`src/rtl/rom_sig_pkg.sv`:
```
package rom_sig_pkg;

  localparam int unsigned SIG_W = 16;
  localparam logic [SIG_W-1:0] SIG_POLY = 16'h1021;
  localparam logic [SIG_W-1:0] SIG_SEED = 16'hFFFF;

  // Advance the signature by one whole word, most significant bit first.
  function automatic logic [SIG_W-1:0] sig_step(input logic [SIG_W-1:0] cur,
                                                input logic [SIG_W-1:0] word);
    logic [SIG_W-1:0] acc;
    logic             fb;
    acc = cur;
    for (int b = SIG_W - 1; b >= 0; b--) begin
      fb  = acc[SIG_W-1] ^ word[b];
      acc = {acc[SIG_W-2:0], 1'b0} ^ (fb ? SIG_POLY : '0);
    end
    return acc;
  endfunction

endpackage

```
`src/rtl/rom_sig_cmp.sv`:
```
module rom_sig_cmp
  import rom_sig_pkg::*;
(
  input  logic             clk,
  input  logic             rst_n,
  input  logic             launch_i,
  input  logic             judge_i,
  input  logic [SIG_W-1:0] sig_i,
  input  logic [SIG_W-1:0] ref_i,
  output logic             done_o,
  output logic             pass_o
);
  logic done_q, pass_q;

  assign done_o = done_q;
  assign pass_o = pass_q;

  always_ff @(posedge clk or negedge rst_n) begin
    if (!rst_n) begin
      done_q <= 1'b0;
      pass_q <= 1'b0;
    end else begin
      done_q <= judge_i;
      if (launch_i)     pass_q <= 1'b0;
      else if (judge_i) pass_q <= (sig_i == ref_i);
    end
  end
endmodule

```
`config.mk`:
```
export PLATFORM = sky130hd
export DESIGN_NAME = rom_sig_cmp
export DESIGN_NICKNAME = d
export VERILOG_FILES = /design/src/rtl/rom_sig_pkg.sv /design/src/rtl/rom_sig_cmp.sv
export SDC_FILE = /design/constraint.sdc
export NUM_CORES = 1
export LEC_CHECK = 0
export BUFFER_PORTS_ARGS = -buffer_cell sky130_fd_sc_hd__buf_2
export CAP_MARGIN = 15
export CORE_AREA = 5 5 42 44
export DETAILED_ROUTE_END_ITERATION = 8
export DIE_AREA = 0 0 47 49
export GPL_ROUTABILITY_DRIVEN = 1
export PLACE_DENSITY_LB_ADDON = 0.05
export SYNTH_ARGS = -nofsm -noshare
export SYNTH_HDL_FRONTEND = slang
export SYNTH_SLANG_ARGS = --single-unit
export TNS_END_PERCENT = 50
```
`constraint.sdc`:
```
create_clock -name clk -period 0.8 [get_ports clk]
set_input_delay 0.08 -clock clk [delete_from_list [all_inputs] [get_ports clk]]
set_output_delay 0.08 -clock clk [all_outputs]
set_load 0.02 [all_outputs]
```
==> flow_metrics.tcl, run 1 <==
set metrics [dict create \
    cp.required_ps 720 \
    start_kind "flip-flop" \
    hold_violations 0 \
    grt_max_degree 4 \
    dieHeight_um 49 \
    cts_max_level 1 \
    pwr-share-clk_pct 43.3 \
    area_growth_pct 111.5 \
    syn_nets 63 \
    setup_slack_ps -4.313 \
    drc 0 \
    ys_async_sr_fraction_pct 100.0 \
    dp_slack_ps -199.8 \
    r2r_slack_ps 90 \
    drive_above_1_share_pct 58.57 \
    endpoint_kind "output port" \
    gp_congestion 0.6479 \
    ir_drop_mv 0.2150 \
    whs_path_depth 4 \
    antenna_found_initial 0 \
    port-buffer-count 37 \
    cp_num_buf_inv 1 \
    drt-total-wl_um 739 \
    switching_share_pct 24.18 \
    cts_sinks 2 \
    synth_seq_cells 2 \
    ctsLongestPathBuffers 2 \
    period_needed_ps 804.3 \
    routedWlPerCell_um 8.593 \
    p_int_mw 0.3803 \
    setup_viol 1 \
    drt_iter0_markers 2 \
    ys_seq_area_share_pct 20.83 \
    hp-start "launch_i" \
    synth_top_area_share_pct 54.69 \
    finalCritPeriodShare_pct 100.5 \
    worst_slew_margin_rel_pct 81.85 \
    dieArea_sq_mm 0.002303 \
    yosysTopAreaCell "xor2_1" \
    p_sw_mw 0.1213 \
    clk_pin_slew_ps 30 \
    min_path_type "in2reg" \
    ant_nets 0 \
    syn_avg_cell_area_sq_um 8.897 \
    clock_latency_ps 220 \
    violations "negative setup slack" \
    rr_endpoint "pass_o" \
    path_max_fanout 2 \
    synth_area_leaders "xor2_1 55%, dfrtp_1 21%, nor4_1 7.8%, nand4b_1 3.6%, xnor2_1 3.6%" \
    hpwl_um 670.9 \
    start_util_pct 17.14 \
    synthTopCellsByCount "15 x xor2_1, 3 x nor4_1, 2 x dfrtp_1" \
    grt_pass1_wl_mm 1.345 \
    vias 329 \
    p_leak_nw 0.2757 \
    synth-edff-count 0 \
    synth_cells 27 \
    reg2regPathDepth 3 \
    crit_type "reg2out" \
    cts_tree "yes" \
    tightest_slew_ps 269.7 \
    status "complete, but fails checks" \
    synth_flop_cell "dfrtp_1" \
    cts-root-buf "clkbuf_4" \
    dr.pass1.iters 3 \
    rsz0062_at_grt "yes" \
    fp-row-count 14 \
    viasPerCell 3.826 \
    cts_made_buffers 3 \
    hold_end "pass_o" \
    dieWidth_um 47 \
    grt_pass1_vias 380 \
    crit_chain "buf_6" \
    clock.fmax_mhz 1243 \
    ys_types 10 \
    path_delay_family "flip-flops" \
    critPathSlowestCell "dfrtp_1" \
    coreArea_sq_mm 0.001401 \
    max_stage_delay_ps 370 \
    drv_cap 0 \
    reg2reg_from "pass_o" \
    maxSlewViolCount 0 \
    power_density_mw_per_mm2 987.4 \
    power_frac_comb_pct 35.7 \
    overflow 0 \
    boundaryPins 38 \
    fin_skew_ps 0 \
    nets 108 \
    cp.arrival_ps 720 \
    tns_ps -4.313 \
    track_usage_pct 8.451 \
    yosysWarnings 0 \
    syn-cell-area_sq_um 240.2 \
    pwr-share-seq_pct 20.9 \
    synth_most_common_cell "xor2_1" \
    n_antenna_cell 0 \
    crit_cells 1 \
]
==> layout by cell type, fill, tap and decap left out <==
cell type and instances:
buf_2 35, clkbuf_4 3, o21ai_1 1, nand3_1 1
buf_6 2, nor3_1 1, buf_4 1, xor2_1 15
nor2_1 1, dlygate4sd3_1 2, xnor2_1 1, dfrtp_1 2
nand4b_1 1, nor4_1 3, nand2_1 1
==> cell type report <==
cell class	count	area (sq um)
flip-flops and latches	2	50.05
well taps	16	20.02
clock buffers	3	22.52
multi-input cells	25	190.2
fillers	160	893.4
repair buffers	40	225.2
==> power by group through the flow <==
stage | combinational (mW) | sequential (mW) | clock [mW]
6_report | 0.179 | 0.105 | 0.217
5_1_grt | 0.204 | 0.105 | 0.265
4_1_cts | 0.179 | 0.105 | 0.234
3_5_place_dp | 0.171 | 0.106 | 0
3_3_place_gp | 0.171 | 0.106 | 0
2_1_floorplan | 0.0605 | 0.110 | 0
==> timing repair <==
| item | in CTS | in global routing |
|---|---|---|
| gates resized for setup | 2 | 1 |
| setup endpoints to repair | 2 | 3 |
| hold endpoints to repair | 3 | 0 |
| pin swaps | 0 | 3 |
| hold buffers | 2 | 0 |
| buffers inserted | 1 | 0 |
| gates cloned | 0 | 0 |
==> sequential cells by signal (all words and copies together) (netlist names) <==
name,cells
done_o,1
pass_o,1
==> per-layer routing <==
layer  global-route usage, %  routed length (um)  vias up
met5                       0                   0        -
met4                   8.295                   0        0
met3                   3.690                 108        0
met2                   12.90                 400       19
met1                   7.692                 230      132
li1                        -                   -      178
==> worst max path at each step <==
stage | from | end | slack, ps
final | pass_o | pass_o | -4
after global routing | pass_o | pass_o | -60
after global placement | ref_i[8] | pass_o | -190
after CTS | pass_o | pass_o | -10
after floorplan | ref_i[8] | pass_o | 30
after detailed placement | ref_i[8] | pass_o | -200
==> cells by family (layout without fill, tap and decap cells) <==
| kind of cell | count (synthesis) | after routing | share of synthesized area [%] |
|---|---|---|---|
| xor+xnor | 16 | 16 | 58.34 |
| simple gates | 8 | 8 | 18.74 |
| flops | 2 | 2 | 20.83 |
| compound gates | 1 | 1 | 2.081 |
| buf+inv | 0 | 43 | 0 |
==> metrics by stage <==
step / std cells / instance area, sq um / util [%] / power (mW) / hold slack, ps
after floorplan: 27 / 240.2 / - / 0.1702 / -215.6
after global routing: 86 / 508.0 / 36.25 / 0.5747 / 122.3
final: 86 / 508.0 / 36.25 / 0.5016 / 119.4
after detailed placement: 80 / 445.4 / 31.79 / 0.2770 / -132.7
after global placement: 80 / 445.4 / 31.79 / 0.2772 / -130.1
after CTS: 86 / 501.7 / 35.80 / 0.5183 / 111.7
(Power assumes the default switching activity.)
==> run 2, diff against run 1 <==
Settings changed: BUFFER_PORTS_ARGS -buffer_cell sky130_fd_sc_hd__buf_2 to -buffer_cell sky130_fd_sc_hd__buf_4.
==> run 2 against run 1 <==
  * The run still ends with negative setup slack left
  * Count of clock-buffer cells in the layout is the same
  * Fmax shrank 0.14%
  * Utilization grew 7.8 points
  * Sequential share of layout area shrank 1.7 points
  * Critical path type unchanged
  * Critical endpoint unchanged
==> flow_metrics.tcl, run 2 (synthesized netlist as in run 1, its figures left out) <==
set metrics [dict create \
    seq_area_sq_um 50.05 \
    multi_input_area_sq_um 203.9 \
    drc 0 \
    routedWlPerCell_um 9.082 \
    drv_cap 0 \
    antenna_found_initial 0 \
    boundaryPins 38 \
    status "complete, but fails checks" \
    cts_max_level 1 \
    rr_endpoint "pass_o" \
    nets 107 \
    p_sw_mw 0.1288 \
    hold_violations 0 \
    start_util_pct 17.14 \
    drt_iter0_markers 0 \
    grt_pass1_wl_mm 1.311 \
    crit_type "reg2out" \
    period_needed_ps 805.4 \
    final_cell_mix "31 x buf_4, 14 x xor2_1, 6 x buf_6" \
    clk_pin_slew_ps 30 \
    setup_viol 1 \
    ir_drop_mv 0.2858 \
    setup_slack_ps -5.408 \
    whs_path_depth 4 \
    worst_slew_margin_rel_pct 82.45 \
    crit_chain "buf_6" \
    coreArea_sq_mm 0.001401 \
    drive_above_1_share_pct 60.87 \
    overflow 0 \
    area_growth_pct 156.8 \
    r2r_slack_ps 200 \
    cp.required_ps 720 \
    clock.fmax_mhz 1242 \
    path_delay_family "flip-flops" \
    cp.arrival_ps 730 \
    hp-start "launch_i" \
    critPathSlowestCell "dfrtp_1" \
    reg2regPathDepth 2 \
    reg2reg_from "pass_o" \
    tns_ps -5.408 \
    endpoint_kind "output port" \
    violations "negative setup slack" \
    fin_skew_ps 0 \
    gp_congestion 0.6588 \
    drt-total-wl_um 772 \
    cts-root-buf "clkbuf_4" \
    vias 333 \
    max_stage_delay_ps 370 \
    switching_share_pct 22.77 \
    finalCritPeriodShare_pct 100.7 \
    tightest_slew_ps 260.9 \
    rsz0062_at_grt "yes" \
    path_max_fanout 2 \
    n_antenna_cell 0 \
    track_usage_pct 7.811 \
    hold_end "pass_o" \
    port-buffer-count 37 \
    hpwl_um 719.5 \
    power_density_mw_per_mm2 917.0 \
    dieWidth_um 47 \
    p_leak_nw 0.3075 \
    finalHoldWorstSlack_ps 114.6 \
    pwr-share-clk_pct 38.9 \
    fp-row-count 14 \
    start_kind "flip-flop" \
    maxSlewViolCount 0 \
    cts_tree "yes" \
    ctsLongestPathBuffers 2 \
    grt_pass1_vias 372 \
    dieHeight_um 49 \
    clock_latency_ps 220 \
    cts_sinks 2 \
    min_path_type "in2reg" \
    cts_made_buffers 3 \
    grt_max_degree 4 \
    final_common_cell "buf_4" \
    power_frac_comb_pct 42.4 \
    pwr-share-seq_pct 18.7 \
    ant_nets 0 \
    fill_cells 149 \
    p_int_mw 0.4369 \
    dr.pass1.iters 1 \
    cp_num_buf_inv 1 \
    viasPerCell 3.918 \
    dieArea_sq_mm 0.002303 \
]
==> run 2: cell types whose count changed in the layout (fill, tap and decap cells not counted) <==
cell | previous run | this run
buf_4 | 1 | 31
buf_2 | 35 | 0
xor2_1 | 15 | 14
nor4_2 | 0 | 1
xor2_2 | 0 | 1
nor4_1 | 3 | 2
buf_6 | 2 | 6
==> run 2: final cells by class <==
type	instances	share of cell area [%]
multi-input cells	25	33.06
well taps	16	3.245
clock buffers	3	3.651
flip-flops and latches	2	8.114
repair buffers	39	51.93
==> run 2: stage by stage <==
step	setup slack (ps)	cells	cell area, sq um	power, mW	util, %
2_1_floorplan	28.15	27	240.2	0.1702	-
3_3_place_gp	-197.6	80	538.0	0.3248	38.39
3_5_place_dp	-225.7	80	538.0	0.3254	38.39
4_1_cts	-18.01	85	588.1	0.5694	41.96
5_1_grt	-40.39	85	616.8	0.6105	44.02
6_report	-5.408	85	616.8	0.5657	44.02
==> run 2: timing repair <==
item,4_1_cts,5_1_grt
gates resized for setup,2,6
pin swaps,0,8
gates cloned,0,0
setup endpoints to repair,2,3
setup buffers,0,0
hold buffers,2,0
hold endpoints to repair,3,0
==> run 2: power by group through the flow <==
| stage | Combinational, mW | Clock, mW | Sequential (mW) |
|---|---|---|---|
| after floorplan | 0.0605 | 0 | 0.110 |
| after global placement | 0.219 | 0 | 0.106 |
| after detailed placement | 0.219 | 0 | 0.106 |
| after CTS | 0.229 | 0.235 | 0.106 |
| after global routing | 0.261 | 0.244 | 0.106 |
| final | 0.240 | 0.220 | 0.106 |
==> run 2: per-layer routing <==
| layer | GRT usage (%) | wire [um] | up-vias | part of all wire [%] |
|---|---|---|---|---|
| met5 | 0 | 0 | - | 0 |
| met4 | 5.530 | 0 | 0 | 0 |
| met3 | 3.690 | 103 | 0 | 13 |
| li1 | - | - | 175 | - |
| met1 | 7.237 | 255 | 139 | 33 |
| met2 | 12.67 | 413 | 19 | 53 |
==> run 2: how the worst max path moves through the flow <==
| stage | from | cells past startpoint | slack (ps) | end |
|---|---|---|---|---|
| after global placement | ref_i[8] | 5 | -200 | pass_o |
| after CTS | pass_o | 1 | -20 | pass_o |
| after floorplan | ref_i[8] | 4 | 30 | pass_o |
| after detailed placement | ref_i[9] | 5 | -230 | pass_o |
| after global routing | sig_i[10] | 5 | -40 | pass_o |
| final | pass_o | 1 | -5 | pass_o |
==> run 3, diff against run 2 <==
Settings changed: CTS_CLUSTER_SIZE set to 8, SKIP_LAST_GASP set to 1.
==> run 3 against run 2 <==
  * The run still ends with negative setup slack left
  * Non-clock buffer count unchanged
  * Count of clock-buffer cells in the layout unchanged
  * Global-route usage unchanged
  * Register-to-register slack about the same
  * Fmax unchanged
  * Clock power about the same
  * Power decreased by 0.37%
  * Critical endpoint unchanged
  * Largest power group unchanged
  * Highest routed layer unchanged
==> flow_metrics.tcl, run 3 (synthesized netlist as in run 1, its figures left out) <==
set metrics [dict create \
    status "complete, but fails checks" \
    violations "negative setup slack" \
    post-cts-setup-buffer-count 0 \
    whs_path_depth 4 \
    cts-root-buf "clkbuf_4" \
    fp-row-count 14 \
    reg2reg_from "pass_o" \
    start_util_pct 17.14 \
    critPathLaunch "pass_o" \
    critPathSlowestCell "dfrtp_1" \
    reg2regPathDepth 2 \
    drv_cap 0 \
    gp_congestion 0.6588 \
    coreArea_sq_mm 0.001401 \
    ir_drop_mv 0.2858 \
    hold_violations 0 \
    grt_pass1_wl_mm 1.311 \
    cts_sinks 2 \
    grt_max_degree 4 \
    r2r_slack_ps 200 \
    n_antenna_cell 0 \
    path_delay_family "flip-flops" \
    area_growth_pct 155.2 \
    ctsLongestPathBuffers 2 \
    clock_latency_ps 220 \
    worst_slew_margin_rel_pct 82.45 \
    nets 107 \
    start_kind "flip-flop" \
    clock.fmax_mhz 1242 \
    endpoint_kind "output port" \
    ant_nets 0 \
    dieWidth_um 47 \
    dieHeight_um 49 \
    hpwl_um 719.5 \
    cts_tree "yes" \
    viasPerCell 3.918 \
    drt-total-wl_um 773 \
    overflow 0 \
    rr_endpoint "pass_o" \
    drt_iter0_markers 0 \
    cp.required_ps 720 \
    clk_pin_slew_ps 30 \
    cts_max_level 1 \
    drc 0 \
    antenna_found_initial 0 \
    power_density_mw_per_mm2 919.3 \
    finalCritPeriodShare_pct 100.7 \
    max_stage_delay_ps 370 \
    period_needed_ps 805.4 \
    crit_chain "buf_6" \
    grt_pass1_vias 372 \
    tns_ps -5.408 \
    crit_type "reg2out" \
    fin_skew_ps 0 \
    routedWlPerCell_um 9.094 \
    dieArea_sq_mm 0.002303 \
    vias 333 \
    final_common_cell "buf_4" \
    min_path_type "in2reg" \
    track_usage_pct 7.811 \
    hp-start "launch_i" \
    boundaryPins 38 \
    port-buffer-count 37 \
    rsz0062_at_grt "yes" \
    drive_above_1_share_pct 60.87 \
    placed_area_sq_um 538.0 \
    tightest_slew_ps 260.9 \
    hold_end "pass_o" \
    p_leak_nw 0.3062 \
    fin_util_pct 43.75 \
    path_max_fanout 2 \
    dr.pass1.iters 1 \
    cp.arrival_ps 730 \
    cts_made_buffers 3 \
    setup_slack_ps -5.408 \
    maxSlewViolCount 0 \
    setup_viol 1 \
    postLayoutCellArea_sq_um 613.1 \
    final_cell_mix "32 x buf_4, 14 x xor2_1, 5 x buf_6" \
    cp_num_buf_inv 1 \
]
-- run 3: final cells by class --
class / instances / area (sq um)
fill: 150 / 788.3
timing repair buffer: 39 / 316.6
sequential: 2 / 50.05
clock buffer: 3 / 22.52
tap: 16 / 20.02
multi-input combinational: 25 / 203.9
-- run 3: how the worst max path moves through the flow --
stage	to	slack [ps]	cells after the start
floorplan	pass_o	30	4
global placement	pass_o	-200	5
detailed placement	pass_o	-230	5
CTS	pass_o	-20	1
global route	pass_o	-40	5
finish	pass_o	-5	1
-- run 3: per-stage QoR --
step | power, mW | cells | hold slack (ps) | worst slack [ps]
2_1_floorplan | 0.1702 | 27 | -215.6 | 28.15
3_3_place_gp | 0.3248 | 80 | -134.4 | -197.6
3_5_place_dp | 0.3254 | 80 | -135.0 | -225.7
4_1_cts | 0.5673 | 85 | 108.6 | -18.01
5_1_grt | 0.6084 | 85 | 136.7 | -40.39
6_report | 0.5636 | 85 | 114.6 | -5.408
-- run 3: repair_timing --
item,4_1_cts,5_1_grt
hold buffers,2,0
gates resized for setup,1,6
pin swaps,0,8
endpoints found under the setup margin,2,3
hold endpoints to repair,3,0
-- run 3: per-layer routing --
metal	vias to the layer above	global-route usage [%]	share of wire, %
met4	0	5.530	0
met5	-	0	0
met2	19	12.67	53
li1	175	-	-
met1	139	7.237	33
met3	0	3.690	14
-- run 3: report_power, final --
part	total (mW)	internal [mW]	leakage, nW	switching, mW
clock	0.220	0.165	0.0138	0.0549
sequential	0.105	0.104	0.0256	0.000542
combinational	0.238	0.165	0.267	0.0729
total	0.564	0.435	0.306	0.128
